File: config.mk
export PLATFORM = sky130hd
export DESIGN_NAME = proj_end_encoder
export DESIGN_NICKNAME = d
export VERILOG_FILES = /design/src/rtl/ped_pkg.sv /design/src/rtl/ped_low_encoder.sv /design/src/rtl/ped_datapath.sv /design/src/rtl/ped_control.sv /design/src/rtl/proj_end_encoder.sv
export SDC_FILE = /design/constraint.sdc
export NUM_CORES = 1
export LEC_CHECK = 0
export BUFFER_PORTS_ARGS = -buffer_cell sky130_fd_sc_hd__buf_2
export CORE_ASPECT_RATIO = 1.1
export CORE_MARGIN = 2
export CORE_UTILIZATION = 35
export DETAILED_ROUTE_END_ITERATION = 12
export PLACE_DENSITY = 0.85
export SLEW_MARGIN = 15
export SYNTH_ARGS = -nofsm -noshare
export SYNTH_HDL_FRONTEND = slang
export SYNTH_HIERARCHICAL = 1
export SYNTH_SLANG_ARGS = --single-unit
File: constraint.sdc
create_clock -name clk -period 2.6 [get_ports clk]
set_clock_uncertainty 0.15 [all_clocks]
set_input_delay 0.52 -clock clk [delete_from_list [all_inputs] [get_ports clk]]
set_output_delay 0.52 -clock clk [all_outputs]
set_load 0.01 [all_outputs]
File: src/rtl/ped_pkg.sv
package ped_pkg;
  // Strobes from the control half to the datapath half.
  typedef struct packed {
    logic take;  // load coordinates and set valid
    logic drop;  // clear valid, keep coordinates
  } ped_strobe_t;
endpackage

File: src/rtl/ped_low_encoder.sv
module ped_low_encoder #(
  parameter int WIDTH = 8,
  localparam int IDXW = $clog2(WIDTH)
) (
  input  logic [WIDTH-1:0] bits,
  output logic [IDXW-1:0]  idx
);
  always_comb begin
    idx = '0;
    for (int k = WIDTH - 1; k >= 0; k--) begin
      if (bits[k]) idx = IDXW'(k);
    end
  end
endmodule

File: src/rtl/ped_datapath.sv
module ped_datapath
  import ped_pkg::*;
#(
  parameter int GRID = 8,
  localparam int IDXW = $clog2(GRID)
) (
  input  logic                 clk,
  input  logic                 rst_n,
  input  logic [GRID*GRID-1:0] cellState,
  input  ped_strobe_t          strobes,
  output logic [GRID-1:0]      rowProj,
  output logic [GRID-1:0]      colProj,
  output logic [IDXW-1:0]      coordX,
  output logic [IDXW-1:0]      coordY,
  output logic                 coordValid
);
  // OR chains running along rows and down columns.
  logic [GRID-1:0] rowChain [GRID];
  logic [GRID-1:0] colChain [GRID];

  for (genvar r = 0; r < GRID; r++) begin : g_row
    for (genvar c = 0; c < GRID; c++) begin : g_col
      if (c == 0) begin : g_rstart
        assign rowChain[r][c] = cellState[r*GRID+c];
      end else begin : g_rlink
        assign rowChain[r][c] = rowChain[r][c-1] | cellState[r*GRID+c];
      end
      if (r == 0) begin : g_cstart
        assign colChain[r][c] = cellState[r*GRID+c];
      end else begin : g_clink
        assign colChain[r][c] = colChain[r-1][c] | cellState[r*GRID+c];
      end
    end
    assign rowProj[r] = rowChain[r][GRID-1];
  end
  assign colProj = colChain[GRID-1];

  logic [IDXW-1:0] nextX, nextY;

  ped_low_encoder #(.WIDTH(GRID)) u_encX (.bits(colProj), .idx(nextX));
  ped_low_encoder #(.WIDTH(GRID)) u_encY (.bits(rowProj), .idx(nextY));

  always_ff @(posedge clk or negedge rst_n) begin
    if (!rst_n) begin
      coordX     <= '0;
      coordY     <= '0;
      coordValid <= 1'b0;
    end else if (strobes.take) begin
      coordX     <= nextX;
      coordY     <= nextY;
      coordValid <= 1'b1;
    end else if (strobes.drop) begin
      coordValid <= 1'b0;
    end
  end
endmodule

File: src/rtl/ped_control.sv
module ped_control
  import ped_pkg::*;
#(
  parameter int GRID = 8
) (
  input  logic [GRID-1:0] rowProj,
  input  logic [GRID-1:0] colProj,
  input  logic            captureStrobe,
  output logic            endImminent,
  output ped_strobe_t     strobes
);
  logic rowTriple, colTriple;

  always_comb begin
    rowTriple = 1'b0;
    colTriple = 1'b0;
    for (int k = 0; k + 2 < GRID; k++) begin
      rowTriple = rowTriple | (rowProj[k] & rowProj[k+1] & rowProj[k+2]);
      colTriple = colTriple | (colProj[k] & colProj[k+1] & colProj[k+2]);
    end
  end

  assign endImminent  = (|rowProj) & (|colProj) & ~rowTriple & ~colTriple;
  assign strobes.take = captureStrobe & endImminent;
  assign strobes.drop = captureStrobe & ~endImminent;
endmodule

File: src/rtl/proj_end_encoder.sv
module proj_end_encoder
  import ped_pkg::*;
#(
  parameter int GRID = 8,
  localparam int IDXW = $clog2(GRID)
) (
  input  logic                 clk,
  input  logic                 rst_n,
  input  logic [GRID*GRID-1:0] cellState,
  input  logic                 captureStrobe,
  output logic [GRID-1:0]      rowProj,
  output logic [GRID-1:0]      colProj,
  output logic                 endImminent,
  output logic [IDXW-1:0]      coordX,
  output logic [IDXW-1:0]      coordY,
  output logic                 coordValid
);
  ped_strobe_t strobes;

  ped_datapath #(.GRID(GRID)) u_dp (
    .clk(clk), .rst_n(rst_n), .cellState(cellState), .strobes(strobes),
    .rowProj(rowProj), .colProj(colProj),
    .coordX(coordX), .coordY(coordY), .coordValid(coordValid)
  );

  ped_control #(.GRID(GRID)) u_ctl (
    .rowProj(rowProj), .colProj(colProj), .captureStrobe(captureStrobe),
    .endImminent(endImminent), .strobes(strobes)
  );
endmodule

=== Word level (Yosys, flattened, before mapping) ===
Cells that the tools add are included.

* Logic and storage cells: 178
* Flip-flop bits (word level): 7
* Input port bits: 67
* Output and inout bits: 24

* Bitwise gates (word level): 154
* Muxes and demuxes: 18
* Reductions and logical operators: 3

{| class="wikitable"
|+ Operators with widths
! cell !! count
|-
| 1-bit OR || 122
|-
| 3-bit two-way mux || 16
|-
| 1-bit bitwise AND || 29
|-
| 8-bit OR reduction || 2
|-
| 1-bit inverter || 3
|-
| 1-bit two-way mux || 2
|-
| 2-bit nonzero test || 1
|}

=== Logic depth before layout (Yosys ltp) ===
Gate-level depths: netlist (run 1).

* Depth after elaboration: 21
* Gate-level depth with buffers: 8
* Mapped depth without buffers: 8

=== Modules after synthesis ===
Netlist (run 1), hierarchy kept.

{| class="wikitable"
|+ By module, submodules not included
! module !! cells each !! area an instance (µm²) !! seq. area each (µm²) !! times used
|-
| ped_datapath || 64 || 549.3 || 175.2 || 1
|-
| ped_low_encoder || 12 || 83.8 || 0.0 || 2
|-
| ped_control || 22 || 135.1 || 0.0 || 1
|}

=== Worst setup path after synthesis (run 1) ===
No wires, ideal clock.

* Path kind: input -> register
* Start point: input cellState[2]
* End point: register u_dp.coordX[0]
* Path buffers: 1
* Setup slack: 88 ps
* Library setup time: 125 ps
* Stages: 8
* Arrival time: 2237 ps
* Cells stage by stage: nor4_1 -> nand2_1 -> o21ai_2 -> nand2_1 -> a22o_1 -> nor4b_2 -> buf_6 -> mux2_4

{| class="wikitable"
|+ RTL lines
! item !! RTL line !! text
|-
| from (decl) || proj_end_encoder.sv:9 || <nowiki>input logic [GRID*GRID-1:0] cellState,</nowiki>
|-
| to (signal assigned) || ped_datapath.sv:49 || <nowiki>coordX <= nextX;</nowiki>
|-
| to (decl) || ped_datapath.sv:13 || <nowiki>output logic [IDXW-1:0] coordX,</nowiki>
|}

=== Worst setup path after layout (run 1) ===
* Start point: input cellState[10]
* End point: output endImminent

* Cells in the longest elaborated chain, start to end: 16
* Elaborated cells between the ends (all ways): 39

{| class="wikitable"
|+ RTL lines
! item !! RTL line !! text
|-
| 1-bit OR, on equally long branches (6 in a row) || ped_datapath.sv:26, ped_datapath.sv:31 ||
|-
| 1-bit bitwise AND / 1-bit OR (equally long branches) || ped_control.sv:18, ped_datapath.sv:31 ||
|-
| 1-bit bitwise AND, on equally long branches || ped_control.sv:18, ped_control.sv:19 ||
|-
| 1-bit OR / 1-bit bitwise AND (equally long branches) || ped_control.sv:18, ped_control.sv:19 ||
|-
| 1-bit OR, on equally long branches (4 in a row) || ped_control.sv:18, ped_control.sv:19 ||
|-
| 1-bit inverter / 1-bit OR (equally long branches) || ped_control.sv:23, ped_control.sv:19 ||
|-
| 1-bit bitwise AND / 1-bit inverter (equally long branches) || ped_control.sv:23 || <nowiki>assign endImminent = (|rowProj) & (|colProj) & ~rowTriple & ~colTriple;</nowiki>
|-
| 1-bit bitwise AND * || ped_control.sv:23 ||
|-
| to (decl) || proj_end_encoder.sv:13 || <nowiki>output logic endImminent,</nowiki>
|}

Every way passes the cells marked *; elsewhere a longest branch is shown, timed or not.

==> results_dict.tcl, run 1 <==
set metrics [dict create \
    timing.critical_path.cells "buf_2, nor4_2, nand2_1, o21ai_2, nand2_1, a22o_1, nor3_2, buf_2" \
    fp.coreArea_sq_um 2270 \
    final_cell_count_no_fill 267 \
    initial_antenna_violation_count 0 \
    critPathCaptureType "output port" \
    grt.overflow.total 0 \
    finalHoldViolCount 0 \
    drc 0 \
    fmax_ghz 0.368 \
    initial_utilization 0.375 \
    tritoncts "built" \
    min_delay_worst_endpoint "u_dp/coordValid" \
    post_drt_via_cell_ratio 6.06 \
    max_slew_margin 0.731 \
    ys_ff_latch 7 \
    slowest_stage_delay_on_critical_path_ns 0.37 \
    rsz_0062_raised_after_global_routing "true" \
    1st_iter_drt_viols 97 \
    grt_usage 0.252 \
    insertion_delay_ns 0.25 \
    synth_cell_types 25 \
    synthDominantAreaCellType "sky130_fd_sc_hd__nor4_1" \
    num_rows 18 \
    path_max_fanout 3 \
    die_width_um 51.0 \
    routed_wl_um 5000 \
    reg2regPathDepth 1 \
    tritoncts_num_sinks 7 \
    worst_ep_required_time_ns 1.93 \
    cts_root_buffer "sky130_fd_sc_hd__clkbuf_4" \
    grt-busiest-layer "met2" \
    critPathSlowestCell "sky130_fd_sc_hd__nor4_2" \
    worstPathArrival_ns 2.05 \
    layout_cells_sized_above_1 0.730 \
    final_common_cell "sky130_fd_sc_hd__buf_2" \
    sum_of_net_half_perimeters_after_detailed_placement_um 2890 \
    aggregate_negative_setup_slack_ns -0.117 \
    seq_area_frac_synth 0.206 \
    path_buf_inv 2 \
    final_antenna_net_count 0 \
    cap_violations 0 \
    hold_path_startpoint "u_dp/coordValid" \
    global_route.usage.met2 0.434 \
    total_nets_after_synthesis 177 \
    cts-buffers-inserted 3 \
    netlist_instances 110 \
    top_level_i_o_count 91 \
    dp_cells 249 \
    peakVddDrop_mv 0.187 \
    dieArea_sq_um 2850 \
    synth-warning-count 6 \
    clk_transition_reported_paths_ns 0.05 \
    finalWorstSetupSlack_ns -0.117 \
    failed_checks "setup timing" \
    min_path_type "flop to flop" \
    routabilityCongestion 0.970 \
    design_power_total_w 0.000340 \
    wl_per_cell_um 18.7 \
    mean_area_per_synthesized_cell_sq_um 7.75 \
    r2r_start "u_dp/coordX[0]" \
    grt.met3_usage 0.0430 \
    number_of_global_route_vias_before_repair 1375 \
    post-synth-top-area-fraction 0.279 \
    met1_usage 0.312 \
    cts-root-to-sink-buffers 2 \
    htree_levels 1 \
    path_delay_family "simple AND/OR/NAND/NOR gates" \
    drt_pass1_iterations 4 \
    timing.final.crit_share 1.04 \
    setup_viol_count_final 1 \
    power_leakage_nw 0.818 \
    fp.dieH_um 55.8 \
    outcome "finished with violations" \
    layout_min_cycle_time_ns 2.72 \
    detailedPlace.worstSlack_ns -0.0943 \
    n_antenna_cell 0 \
    flow.area_growth_from_synthesis_pct 122 \
    grt_pass1_wl_um 5730 \
    ys_top_cells_by_area "sky130_fd_sc_hd__nor4_1 (28%), sky130_fd_sc_hd__dfrtp_1 (21%), sky130_fd_sc_hd__mux2_4 (11%)" \
    postLayoutCoreUtil 0.832 \
    worst-r2r-setup-slack_ns 1.66 \
    synth_area_sq_um 852 \
    layout.cells.most_common_list "sky130_fd_sc_hd__buf_2 (86), sky130_fd_sc_hd__buf_4 (32), sky130_fd_sc_hd__nand2_1 (17)" \
    timing.critical_path.from_type "input pin" \
    maxSlewViolCount 0 \
    vias 1619 \
    critPathKind "input pin to output port" \
    port_buffers 90 \
    largest_net_degree_at_the_start_of_global_routing 8 \
    regToRegEndpoint "u_dp/coordX[0]" \
    layout.nets 305 \
    worstHoldPathCells 1 \
    power.density_cell_area_nw_per_um2 180 \
    timing_worst_slew_pin_value_ns 0.400 \
]
[power breakdown]
group / internal, W / switching, W
Clock: 0.0000587 / 0.0000418
Sequential: 0.000109 / 0.000000000000000280
Combinational: 0.0000605 / 0.0000705
Total: 0.000228 / 0.000112
[per-layer routing]
| metal | vias up | wire (um) |
|---|---|---|
| li1 | 707 | - |
| met1 | 760 | 1790 |
| met2 | 124 | 2550 |
| met3 | 28 | 438 |
| met4 | 0 | 224 |
| met5 | - | 0 |
[synthesized netlist by cell type]
library cell and number:
sky130_fd_sc_hd__a211oi_2 2, sky130_fd_sc_hd__a22o_1 1, sky130_fd_sc_hd__nor3_1 1, sky130_fd_sc_hd__o21ai_0 2, sky130_fd_sc_hd__inv_1 5, sky130_fd_sc_hd__mux2_4 6, sky130_fd_sc_hd__o211ai_1 1, sky130_fd_sc_hd__nor2_2 2
sky130_fd_sc_hd__nor3b_1 2, sky130_fd_sc_hd__nor4b_2 1, sky130_fd_sc_hd__nor4b_1 2, sky130_fd_sc_hd__nand3b_1 1, sky130_fd_sc_hd__o31a_1 1, sky130_fd_sc_hd__a21oi_1 4, sky130_fd_sc_hd__dfrtp_1 7, sky130_fd_sc_hd__a21boi_0 1
sky130_fd_sc_hd__o21ai_2 1, sky130_fd_sc_hd__nand3_1 1, sky130_fd_sc_hd__nor4_1 38, sky130_fd_sc_hd__nand2_1 23, sky130_fd_sc_hd__buf_6 1, sky130_fd_sc_hd__o41ai_2 2, sky130_fd_sc_hd__nor2_1 2, sky130_fd_sc_hd__a21o_2 1
sky130_fd_sc_hd__o21ai_1 2
[cells by family after synthesis]
group,Yosys count,synth area share
buf+inv,6,0.0352
simple gates,73,0.480
mux,6,0.106
compound gates,18,0.173
flops,7,0.206
[how the worst max path moves through the flow]
| stage | from | endpoint | slack (ns) | depth (start not counted) |
|---|---|---|---|---|
| 2_1_floorplan | cellState[2] | u_dp/coordX[0] | 0.09 | 8 |
| 3_3_place_gp | cellState[26] | endImminent | -0.05 | 8 |
| 3_5_place_dp | cellState[26] | endImminent | -0.09 | 8 |
| 4_1_cts | cellState[36] | endImminent | 0.008 | 8 |
| 5_1_grt | cellState[10] | endImminent | -0.15 | 8 |
| 6_report | cellState[10] | endImminent | -0.12 | 8 |
[sequential cells by signal, summed over array words and instances (netlist names)]
signal and flops:
u_dp/coordValid 1, u_dp/coordX 3, u_dp/coordY 3
[per-stage QoR]
step / hold slack, ns / cell area [sq um]
2_1_floorplan: 0.0744 / 852
3_3_place_gp: 0.203 / 1480
3_5_place_dp: 0.209 / 1480
4_1_cts: 0.344 / 1540
5_1_grt: 0.368 / 1890
6_report: 0.348 / 1890
[final cells by class]
cell class	instances	area [sq um]
clock buffers	4	26.3
fillers	145	383
inverters	5	18.8
multi-input cells	97	897
flip-flops and latches	7	175
well taps	30	37.5
repair buffers	124	737
[timing repair]
action	in CTS	in global routing
pin swaps	1	24
endpoints found under the hold margin	7	0
hold buffers	1	0
setup buffers	1	12
gates resized for setup	3	49
setup endpoints to repair	1	7
cloned	0	0
Power figures use the tool's default switching activity.
==> run 2: changes to the inputs <==
==> constraint.sdc (replaced) <==
create_clock -name clk -period 2.6 [get_ports clk]
set_clock_uncertainty 0.15 [all_clocks]
set_input_delay 0.39 -clock clk [delete_from_list [all_inputs] [get_ports clk]]
set_output_delay 0.39 -clock clk [all_outputs]
set_load 0.01 [all_outputs]
==> run 2 against run 1 <==
  * The flow now finishes without violations
  * Sequential cell count unchanged
  * Utilization shrank 18 points
  * Power down 15%
  * Sequential power hardly changed
  * Worst hold slack improved by 0.0023 ns
  * Cell count fell by 7.1%
  * Setup slack improved by 0.31 ns
  * Wire length down 34%
  * Fmax grew 13%
  * Largest cell class unchanged
  * Largest power group is now sequential cells
==> results_dict.tcl, run 2 (synthesis results as in run 1) <==
set metrics [dict create \
    outcome "completed" \
    flow.area_growth_from_synthesis_pct 73.3 \
    setup_viol_count_final 0 \
    grt.overflow.total 0 \
    r2r_start "u_dp/coordX[0]" \
    sum_of_net_half_perimeters_after_detailed_placement_um 2880 \
    tritoncts_num_sinks 7 \
    tritoncts "built" \
    aggregate_negative_setup_slack_ns 0 \
    drt_pass1_iterations 4 \
    routabilityCongestion 0.958 \
    1st_iter_drt_viols 35 \
    initial_utilization 0.375 \
    cap_violations 0 \
    fp.coreArea_sq_um 2270 \
    setup.worst_path.start "cellState[34]" \
    vias 1379 \
    critPathKind "input pin to output port" \
    max_slew_margin 0.713 \
    number_of_global_route_vias_before_repair 1355 \
    top_level_i_o_count 91 \
    grt_usage 0.234 \
    power_leakage_nw 0.695 \
    worst-r2r-setup-slack_ns 1.69 \
    cts-root-to-sink-buffers 2 \
    rsz_0062_raised_after_global_routing "false" \
    largest_net_degree_at_the_start_of_global_routing 8 \
    num_rows 18 \
    critPathCaptureType "output port" \
    timing.critical_path.from_type "input pin" \
    layout.nets 286 \
    port_buffers 90 \
    worstPathArrival_ns 1.87 \
    initial_antenna_violation_count 0 \
    insertion_delay_ns 0.24 \
    drc 0 \
    wl_per_cell_um 13.4 \
    peakVddDrop_mv 0.242 \
    layout.cells.most_common_list "sky130_fd_sc_hd__buf_2 (90), sky130_fd_sc_hd__nor4_1 (37), sky130_fd_sc_hd__nand2_1 (23)" \
    fp.dieH_um 55.8 \
    worst_ep_required_time_ns 2.06 \
    dieArea_sq_um 2850 \
    grt_pass1_wl_um 5430 \
    layout_min_cycle_time_ns 2.41 \
    finalHoldViolCount 0 \
    final_antenna_net_count 0 \
    routedLengthMet1_um 1470 \
    timing.final.crit_share 0.926 \
    htree_levels 1 \
    final_common_cell "sky130_fd_sc_hd__buf_2" \
    fmax_ghz 0.415 \
    post_drt_via_cell_ratio 5.56 \
    routed_wl_um 3320 \
    topRoutingLayerUsed "met3" \
    die_width_um 51.0 \
    layout_cells_sized_above_1 0.564 \
    n_antenna_cell 0 \
    min_path_type "input pin to async pin" \
    power.density_cell_area_nw_per_um2 197 \
    clk_transition_reported_paths_ns 0.05 \
    timing_worst_slew_pin_value_ns 0.426 \
    path_max_fanout 4 \
    biggestRegsByFlops "u_dp/coordX: 3 flops, u_dp/coordY: 3 flops, u_dp/coordValid: 1 flops" \
    reg2regPathDepth 1 \
    design_power_total_w 0.000290 \
    met2_routed_wl_um 1640 \
    cts_root_buffer "sky130_fd_sc_hd__clkbuf_4" \
    cts-buffers-inserted 3 \
    detailroute.wirelength.met3_um 209 \
    maxSlewViolCount 0 \
]
## run 2: cell count changes in the layout (fill, tap and decap cells not counted), moves of 5 or more
| cell | previous run | this run |
|---|---|---|
| sky130_fd_sc_hd__buf_4 | 32 | 14 |
| sky130_fd_sc_hd__buf_6 | 5 | 0 |
| sky130_fd_sc_hd__nand2_1 | 17 | 23 |
| sky130_fd_sc_hd__nand2_2 | 6 | 0 |
| sky130_fd_sc_hd__nor4_1 | 15 | 37 |
| sky130_fd_sc_hd__nor4_2 | 14 | 1 |
| sky130_fd_sc_hd__nor4_4 | 9 | 0 |
## run 2: final timing paths
kind,endpoint
hold / removal,u_dp/coordY[0]
setup reg to reg,u_dp/coordX[0]
min in group clk,u_dp/coordX[2]
max in group asynchronous,u_dp/coordX[0]
hold reg to reg,u_dp/coordX[2]
setup / recovery,endImminent
## run 2: routing by layer
| layer | track usage | up-vias |
|---|---|---|
| li1 | - | 666 |
| met1 | 0.297 | 657 |
| met2 | 0.429 | 56 |
| met3 | 0.0108 | 0 |
| met4 | 0.0425 | 0 |
| met5 | 0 | - |
## run 2: power by group
group          internal [W]         switching [W]
Clock             0.0000584             0.0000379
Combinational     0.0000452             0.0000399
Sequential         0.000109  0.000000000000000319
## run 2: worst max-delay path, cell delays in order
cell and delay [ns]:
sky130_fd_sc_hd__buf_2 0.11, sky130_fd_sc_hd__nor4_1 0.40, sky130_fd_sc_hd__nand2_1 0.18, sky130_fd_sc_hd__nand2_1 0.09
sky130_fd_sc_hd__nand2_1 0.05, sky130_fd_sc_hd__a22o_1 0.26, sky130_fd_sc_hd__nor3_1 0.22, sky130_fd_sc_hd__buf_2 0.17
## run 2: cell type report
cell class,count,area (sq um)
Sequential cell,7,175
Inverter,5,18.8
Clock buffer,4,26.3
Multi-Input combinational cell,97,653
Tap cell,30,37.5
Fill cell,222,798
Timing Repair Buffer,105,566
## run 2: what timing repair did
action / 4_1_cts / 5_1_grt
hold buffers: 1 / 0
hold endpoints to repair: 7 / 0
resized for setup: 0 / 1
setup buffers: 0 / 0
setup endpoints to repair: 0 / 1
## run 2: stage by stage
step | util | worst slack [ns] | area [sq um] | std cells | hold WS (ns)
after detailed placement | 0.630 | 0.0552 | 1430 | 243 | 0.0781
after floorplan | - | 0.218 | 852 | 110 | -0.0556
after CTS | 0.646 | 0.163 | 1470 | 248 | 0.343
after global placement | 0.630 | 0.0967 | 1430 | 243 | 0.0742
after global routing | 0.649 | 0.0708 | 1480 | 248 | 0.371
final | 0.649 | 0.193 | 1480 | 248 | 0.350
==> run 3: changes to the inputs <==
==> constraint.sdc (replaced) <==
create_clock -name clk -period 2.4 [get_ports clk]
set_clock_uncertainty 0.15 [all_clocks]
set_input_delay 0.36 -clock clk [delete_from_list [all_inputs] [get_ports clk]]
set_output_delay 0.36 -clock clk [all_outputs]
set_load 0.05 [all_outputs]
==> run 3 against run 2 <==
  * The run now ends with setup timing left
  * Sequential power grew 8%
  * Clock power grew 18%
  * Cell count grew 6.0%
  * Non-clock buffer count grew 15
  * Utilization grew 19 points
  * Sequential share of layout area shrank 2.6 points
  * Sequential cell count is the same
  * Global-route usage grew 8.1 points
  * Critical path type unchanged
  * Largest cell class unchanged
  * Largest power group is now combinational cells
==> results_dict.tcl, run 3 (synthesis results as in run 1) <==
set metrics [dict create \
    final_antenna_net_count 0 \
    critPathKind "input pin to output port" \
    htree_levels 1 \
    biggestRegsByFlops "u_dp/coordX: 3 flops, u_dp/coordY: 3 flops, u_dp/coordValid: 1 flops" \
    n_antenna_cell 0 \
    fp.coreArea_sq_um 2270 \
    final_cell_count_no_fill 263 \
    initial_utilization 0.375 \
    grt.overflow.total 0 \
    min_path_type "input pin to async pin" \
    grt_pass1_wl_um 6890 \
    power_leakage_nw 0.893 \
    layout_min_cycle_time_ns 2.41 \
    cts-root-to-sink-buffers 2 \
    hold_slack_ns 0.320 \
    num_rows 18 \
    tritoncts "built" \
    cts-buffers-inserted 3 \
    outcome "finished with violations" \
    tritoncts_num_sinks 7 \
    initial_antenna_violation_count 0 \
    1st_iter_drt_viols 32 \
    sum_of_net_half_perimeters_after_detailed_placement_um 3730 \
    number_of_global_route_vias_before_repair 1634 \
    insertion_delay_ns 0.27 \
    layout.nets 301 \
    fill_cells 148 \
    worstPathArrival_ns 1.90 \
    wl_per_cell_um 18.5 \
    timing_worst_slew_pin_value_ns 0.418 \
    final_common_cell "sky130_fd_sc_hd__buf_2" \
    worst_ep_required_time_ns 1.89 \
    dieArea_sq_um 2850 \
    path_max_fanout 3 \
    post_drt_via_cell_ratio 5.84 \
    vias 1536 \
    peakVddDrop_mv 0.292 \
    grt_usage 0.314 \
    largest_net_degree_at_the_start_of_global_routing 8 \
    finalWorstSetupSlack_ns -0.00742 \
    dp_cells 255 \
    routed_wl_um 4860 \
    maxSlewViolCount 0 \
    setup_viol_count_final 1 \
    drc 0 \
    cap_violations 0 \
    flow.area_growth_from_synthesis_pct 123 \
    port_buffers 90 \
    failed_checks "setup timing" \
    layout.cells.most_common_list "sky130_fd_sc_hd__buf_2 (87), sky130_fd_sc_hd__buf_4 (27), sky130_fd_sc_hd__nor4_1 (17)" \
    timing.final.crit_share 1.00 \
    drt_pass1_iterations 4 \
    top_level_i_o_count 91 \
    layout_cells_sized_above_1 0.751 \
    reg2regPathDepth 1 \
    fp.dieH_um 55.8 \
    clk_transition_reported_paths_ns 0.06 \
    critPathCaptureType "output port" \
    finalHoldViolCount 0 \
    fmax_ghz 0.415 \
    timing.critical_path.from_type "input pin" \
    max_slew_margin 0.719 \
    cts_root_buffer "sky130_fd_sc_hd__clkbuf_4" \
    die_width_um 51.0 \
    routabilityCongestion 0.944 \
    power.density_cell_area_nw_per_um2 198 \
]
run 3: repair_timing:
action / CTS / global route
hold endpoints to repair: 7 / 0
setup buffers: 1 / 2
endpoints found under the setup margin: 1 / 1
pin swaps: 3 / 7
hold buffers: 1 / 0
resized for setup: 4 / 9
run 3: report_power, final:
| group | switching [W] | total [W] | internal, W |
|---|---|---|---|
| Combinational | 0.0000787 | 0.000144 | 0.0000654 |
| Sequential | 0.000000000000000257 | 0.000118 | 0.000118 |
| Clock | 0.0000497 | 0.000114 | 0.0000639 |
run 3: worst paths after layout:
check / startpoint / endpoint / slack (ns)
max reg2reg: u_dp/coordY[1] / u_dp/coordY[1] / 1.46
max in group asynchronous: rst_n / u_dp/coordX[0] / 1.62
max: cellState[62] / endImminent / -0.007
min: rst_n / u_dp/coordY[0] / 0.32
min reg2reg: u_dp/coordValid / u_dp/coordValid / 0.34
min in group clk: captureStrobe / u_dp/coordValid / 0.32
run 3: area by class of cell:
class,instances,area [sq um],area share
Clock buffer,4,26.3,0.0138
Inverter,5,18.8,0.00988
Multi-Input combinational cell,97,937,0.493
Sequential cell,7,175,0.0922
Tap cell,30,37.5,0.0198
Timing Repair Buffer,120,704,0.371
run 3: metrics by stage:
step                 util  total power, W  TNS (ns)  instance area, sq um  setup slack (ns)
floorplan               -        0.000149         0                  1110           0.00340
global placement    0.784        0.000250    -0.366                  1780           -0.0789
detailed placement  0.784        0.000254    -0.840                  1780            -0.128
CTS                 0.812        0.000372         0                  1850          0.000808
global route        0.835        0.000392    -0.161                  1900           -0.0910
finish              0.835        0.000376  -0.00742                  1900          -0.00742
run 3: critical path, cell delays in order:
cell and delay [ns]:
sky130_fd_sc_hd__buf_2 0.12, sky130_fd_sc_hd__nor4_1 0.42, sky130_fd_sc_hd__nand2_1 0.19, sky130_fd_sc_hd__nor4_1 0.32
sky130_fd_sc_hd__nand2_1 0.09, sky130_fd_sc_hd__nand3b_1 0.18, sky130_fd_sc_hd__nor3_4 0.07, sky130_fd_sc_hd__buf_6 0.15
run 3: layer usage:
metal / part of all wire / track usage
met1: 0.34 / 0.317
met2: 0.55 / 0.586
met3: 0.070 / 0.0565
met4: 0.048 / 0.170
met5: 0 / 0
